--- src/rtl/rfd_pkg.sv ---
package rfd_pkg;

   typedef logic [1:0] quad_t;

   typedef enum logic [1:0] {
      ROT_HOLD = 2'd0,
      ROT_FWD  = 2'd1,
      ROT_JUMP = 2'd2,
      ROT_BACK = 2'd3
   } rot_e;

   function automatic quad_t bin2gray(input logic [1:0] b);
      return {b[1], b[1] ^ b[0]};
   endfunction

   function automatic logic [1:0] gray2bin(input quad_t g);
      return {g[1], g[1] ^ g[0]};
   endfunction

   function automatic rot_e classify(input quad_t prev_g, input quad_t next_g);
      logic [1:0] d;
      d = 2'(gray2bin(next_g) - gray2bin(prev_g));
      return rot_e'(d);
   endfunction

endpackage

--- src/rtl/rfd_phase_decode.sv ---
module rfd_phase_decode
   import rfd_pkg::*;
#(
   parameter int NPHASE      = 8,
   parameter int DECODE_MODE = 0
) (
   input  logic [NPHASE-1:0] ph_smp,
   output quad_t             quad_g,
   output logic              pat_ok
);
   localparam int QSPAN = NPHASE / 4;
   localparam int OW    = $clog2(NPHASE);

   generate
      if (DECODE_MODE == 0) begin : g_search
         logic [OW-1:0] oct;
         logic          hit;
         always_comb begin
            oct = '0;
            hit = 1'b0;
            for (int k = NPHASE - 1; k >= 0; k--) begin
               if (ph_smp[k] && !ph_smp[(k + 1) % NPHASE]) begin
                  oct = OW'(k);
                  hit = 1'b1;
               end
            end
         end
         assign quad_g = bin2gray(2'(oct / OW'(QSPAN)));
         assign pat_ok = hit;
      end else begin : g_tap
         assign quad_g = {~ph_smp[0], ph_smp[QSPAN]};
         assign pat_ok = 1'b1;
      end
   endgenerate

endmodule

--- src/rtl/rfd_quad_hold.sv ---
module rfd_quad_hold
   import rfd_pkg::*;
(
   input  logic  clk,
   input  logic  rst_n,
   input  logic  load,
   input  logic  strobe,
   input  quad_t quad_in,
   output quad_t quad_q,
   output logic  seen_q
);
   always_ff @(posedge clk) begin
      if (!rst_n) begin
         quad_q <= '0;
         seen_q <= 1'b0;
      end else if (load) begin
         quad_q <= quad_in;
         seen_q <= 1'b1;
      end
   end

   p_hold_r3: assert property (@(posedge clk) disable iff (!rst_n)
      !$past(strobe) |-> $stable(quad_q));

endmodule

--- src/rtl/rfd_rot_compare.sv ---
module rfd_rot_compare
   import rfd_pkg::*;
(
   input  logic  clk,
   input  logic  rst_n,
   input  logic  load,
   input  logic  seen,
   input  logic  enable,
   input  quad_t prev_g,
   input  quad_t next_g,
   output logic  up,
   output logic  dn
);
   rot_e rot;
   logic fire;

   assign rot  = classify(prev_g, next_g);
   assign fire = load && seen && enable;

   always_ff @(posedge clk) begin
      if (!rst_n) begin
         up <= 1'b0;
         dn <= 1'b0;
      end else begin
         up <= fire && (rot == ROT_BACK);
         dn <= fire && (rot == ROT_FWD);
      end
   end

   p_excl_r10: assert property (@(posedge clk) disable iff (!rst_n)
      !(up && dn));

   p_dn_fwd_r4: assert property (@(posedge clk) disable iff (!rst_n)
      dn |-> (2'(gray2bin(prev_g) - gray2bin($past(prev_g))) == 2'd1));

   p_up_back_r5: assert property (@(posedge clk) disable iff (!rst_n)
      up |-> (2'(gray2bin($past(prev_g)) - gray2bin(prev_g)) == 2'd1));

endmodule

--- src/rtl/quad_rot_fd.sv ---
module quad_rot_fd
   import rfd_pkg::*;
#(
   parameter int NPHASE      = 8,
   parameter int DECODE_MODE = 0
) (
   input  logic              clk,
   input  logic              rst_n,
   input  logic              edge_vld,
   input  logic              enable,
   input  logic [NPHASE-1:0] ph_smp,
   output logic              up,
   output logic              dn,
   output logic [1:0]        quad
);
   initial begin
      assert (NPHASE >= 4 && (NPHASE % 4) == 0)
         else $error("NPHASE must be a multiple of 4");
      assert (DECODE_MODE == 0 || DECODE_MODE == 1)
         else $error("DECODE_MODE must be 0 or 1");
   end

   quad_t dec_g;
   quad_t held_g;
   logic  pat_ok;
   logic  seen;
   logic  load;

   rfd_phase_decode #(.NPHASE(NPHASE), .DECODE_MODE(DECODE_MODE)) u_dec (
      .ph_smp (ph_smp),
      .quad_g (dec_g),
      .pat_ok (pat_ok)
   );

   assign load = edge_vld && pat_ok;

   rfd_quad_hold u_hold (
      .clk     (clk),
      .rst_n   (rst_n),
      .load    (load),
      .strobe  (edge_vld),
      .quad_in (dec_g),
      .quad_q  (held_g),
      .seen_q  (seen)
   );

   rfd_rot_compare u_cmp (
      .clk    (clk),
      .rst_n  (rst_n),
      .load   (load),
      .seen   (seen),
      .enable (enable),
      .prev_g (held_g),
      .next_g (dec_g),
      .up     (up),
      .dn     (dn)
   );

   assign quad = held_g;

   p_after_edge_r4: assert property (@(posedge clk) disable iff (!rst_n)
      (up || dn) |-> $past(edge_vld));

   p_first_r7: assert property (@(posedge clk) disable iff (!rst_n)
      (up || dn) |-> $past(seen));

   p_enable_r8: assert property (@(posedge clk) disable iff (!rst_n)
      (up || dn) |-> $past(enable));

endmodule

--- config.mk ---
export PLATFORM = sky130hd
export DESIGN_NAME = quad_rot_fd
export DESIGN_NICKNAME = d
export VERILOG_FILES = /design/src/rtl/rfd_pkg.sv /design/src/rtl/rfd_phase_decode.sv /design/src/rtl/rfd_quad_hold.sv /design/src/rtl/rfd_rot_compare.sv /design/src/rtl/quad_rot_fd.sv
export SDC_FILE = /design/constraint.sdc
export NUM_CORES = 1
export LEC_CHECK = 0
export BUFFER_PORTS_ARGS = -buffer_cell sky130_fd_sc_hd__buf_2
export CORE_AREA = 2 2 39 41
export CTS_CLUSTER_DIAMETER = 150
export CTS_CLUSTER_SIZE = 20
export DETAILED_ROUTE_END_ITERATION = 8
export DIE_AREA = 0 0 41 43
export GPL_TIMING_DRIVEN = 0
export SYNTH_ARGS = -nofsm -noshare
export SYNTH_HDL_FRONTEND = slang
export SYNTH_SLANG_ARGS = --single-unit
export TNS_END_PERCENT = 30
--- constraint.sdc ---
create_clock -name clk -period 2.15 [get_ports clk]
set_input_delay 0.3225 -clock clk [delete_from_list [all_inputs] [get_ports clk]]
set_output_delay 0.3225 -clock clk [all_outputs]
set_load 0.005 [all_outputs]
==> results_dict.tcl <==
set metrics [dict create \
    hp-start "rst_n" \
    num_rows 14 \
    fin_util_pct 35.4 \
    cts_setup_buffers 0 \
    hp-class "input port to flop" \
    ys_types 24 \
    antenna_found_initial 0 \
    syn_area_um2 368 \
    clk_path_buf_depth 2 \
    grt_max_degree 7 \
    status "finished, final reports clean" \
    cp.required_ps 2320 \
    fill_cells 156 \
    routabilityCongestion 0.756 \
    setup_viol_count_final 0 \
    synth_area_per_cell_um2 7.83 \
    dieArea_um2 1760 \
    hpwlAfterDp_um 717 \
    postCtsHoldBufs 0 \
    cts_tree "done" \
    first_pass_iters 2 \
    hold_slack_ps 353 \
    worst_slack_ps 508 \
    worst-endpoint-arrival_ps 1820 \
    path_clk_slew_ps 50 \
    power_density_nw_per_um2 580 \
    synth_seq_area_share_pct 27.2 \
    synth_top_area_share_pct 27.2 \
    core-area_um2 1380 \
    critical_path_class "input port to flop" \
    grt_pass1_vias 389 \
    start_kind "input port" \
    viasPerCell 4.85 \
    relSlewSlack_pct 68.8 \
    postRouteAntennaNets 0 \
    final_hold_viol_count 0 \
    cts_made_buffers 3 \
    clock-sinks 5 \
    whs_endpoint "u_hold.seen_q$_SDFFE_PN0N_" \
    synthCells 47 \
    grt_overflow 0 \
    wire_per_inst_um 10.8 \
    max-cap-violations 0 \
    nets 80 \
    hold_depth 2 \
    grt_usage_pct 12.1 \
    rsz0062_at_grt "no" \
    ctsResizeCount 0 \
    ios 16 \
    r2r-start "u_hold.quad_q[1]$_SDFFE_PN0N_" \
    yosysTopAreaCell "dfxtp_1" \
    insertion_delay_ps 240 \
    num_antenna_cells 0 \
    grt_pass1_wl_mm 1.46 \
    worstPathMaxFanout 5 \
    synth.area.top_cells "dfxtp_1 (27%), a21boi_2 (6.1%), nand2_1 (6.1%)" \
    first_iter_violations 7 \
    cts_root_buffer "clkbuf_4" \
    multi_input_area_um2 253 \
    synth_nets 60 \
    end_kind "flop" \
    drt_wl_total_um 885 \
    slew_viol_final 0 \
    rr_endpoint "u_cmp.up$_SDFF_PN0_" \
    reg2regPathDepth 4 \
    tns_ps 0 \
    ys_seq_elements 5 \
    port_buffers 15 \
    drive_above_1_share_pct 31.8 \
    area_growth_pct 33.0 \
    post-route-period-util_pct 76.4 \
    vdd_drop_max_mv 0.252 \
    p_leak_nw 0.233 \
    ff2ff_setup_slack_ps 720 \
    max_freq_ghz 0.609 \
    place_ws_ps 277 \
    fp.dieH_um 43 \
    num_vias 398 \
    fp.dieW_um 41 \
    initial_core_util_pct 26.6 \
    worstMarginPinSlew_ps 463 \
    yosysWarnings 0 \
    min_period_ps 1640 \
    fin_worst_skew_ps 0.876 \
    remaining_drc_errors 0 \
    htree_levels 1 \
    seqCellArea_um2 100 \
]
==> logic make-up (layout without fill, tap and decap cells) <==
group           after synthesis  in the layout  synth area share (%)
simple gates                 18             18                  25.5
compound gates               16             16                  32.7
flops                         5              5                  27.2
buf+inv                       4             23                  4.08
xor+xnor                      3              3                  7.14
fa+ha+maj                     1              1                  3.40
==> synth_stat cells <==
library cell,instances
nand2_1,6
dfxtp_1,5
a21oi_1,4
inv_1,4
nand3b_1,3
nor2_1,3
a21boi_2,2
nor2b_1,2
o21ai_0,2
xor2_1,2
a21boi_0,1
a21o_2,1
a221o_1,1
a311oi_1,1
a31oi_1,1
a32o_1,1
and2_1,1
ha_1,1
nor4_1,1
o21bai_1,1
o221ai_1,1
or2_0,1
or3_1,1
xnor2_1,1
==> through the flow <==
step / instance area [um2] / instances / total power [mW]
5_1_grt: 489 / 82 / 0.303
2_1_floorplan: 368 / 47 / 0.147
4_1_cts: 489 / 82 / 0.286
6_report: 489 / 82 / 0.284
3_3_place_gp: 463 / 78 / 0.172
3_5_place_dp: 463 / 78 / 0.174
==> metal layers <==
layer | GRT usage [%] | wire (um) | vias up
met2 | 20.9 | 459 | 8
met3 | 1.57 | 32 | 3
met1 | 12.5 | 377 | 178
met5 | 0 | 0 | -
li1 | - | - | 209
met4 | 8.00 | 16 | 0
==> cells in the final DEF (no fill, tap or decap) <==
cell type,instances
o21bai_1,1
a21oi_1,4
or2_0,1
inv_1,4
clkbuf_1,1
or3_1,1
buf_2,15
a21boi_2,2
xnor2_1,1
o21ai_0,2
nor2b_1,2
and2_1,1
xor2_1,2
nor4_1,1
a21boi_0,1
a31oi_1,1
a21o_2,1
nand3b_1,3
a221o_1,1
ha_1,1
dfxtp_1,5
o221ai_1,1
nand2_1,6
a311oi_1,1
clkbuf_4,3
a32o_1,1
nor2_1,3
==> power breakdown <==
part	total [mW]	switching, mW	leakage (nW)	internal [mW]
clock	0.112	0.0414	0.0150	0.0704
sequential	0.102	0.00437	0.0410	0.0979
combinational	0.0697	0.0362	0.177	0.0335
total	0.284	0.0820	0.233	0.202
==> worst max-delay path: stages <==
cell	delay (ps)
buf_2	130
inv_1	60
o221ai_1	250
a21oi_1	100
o21ai_0	180
ha_1	250
or3_1	390
a21oi_1	130
==> state kept, by name, indices dropped and copies added (netlist names) <==
signal,cells
u_cmp.up,1
u_cmp.dn,1
u_hold.seen_q,1
u_hold.quad_q,2
==> layout make-up <==
cell class	instances	share of cell area [%]
well taps	16	4.09
multi-input cells	38	51.7
inverters	4	3.07
repair buffers	15	15.3
clock buffers	4	5.37
flip-flops and latches	5	20.5
==> worst max path at each step <==
stage,start,endpoint,slack (ps),cells after the start
final,ph_smp[4],u_cmp.up$_SDFF_PN0_,510,8
after global routing,ph_smp[4],u_cmp.dn$_SDFF_PN0_,380,8
after CTS,ph_smp[7],u_cmp.up$_SDFF_PN0_,530,8
after detailed placement,ph_smp[7],u_cmp.up$_SDFF_PN0_,280,8
after global placement,ph_smp[4],u_cmp.dn$_SDFF_PN0_,270,8
after floorplan,ph_smp[7],u_cmp.dn$_SDFF_PN0_,530,7
(Power assumes the default switching activity.)
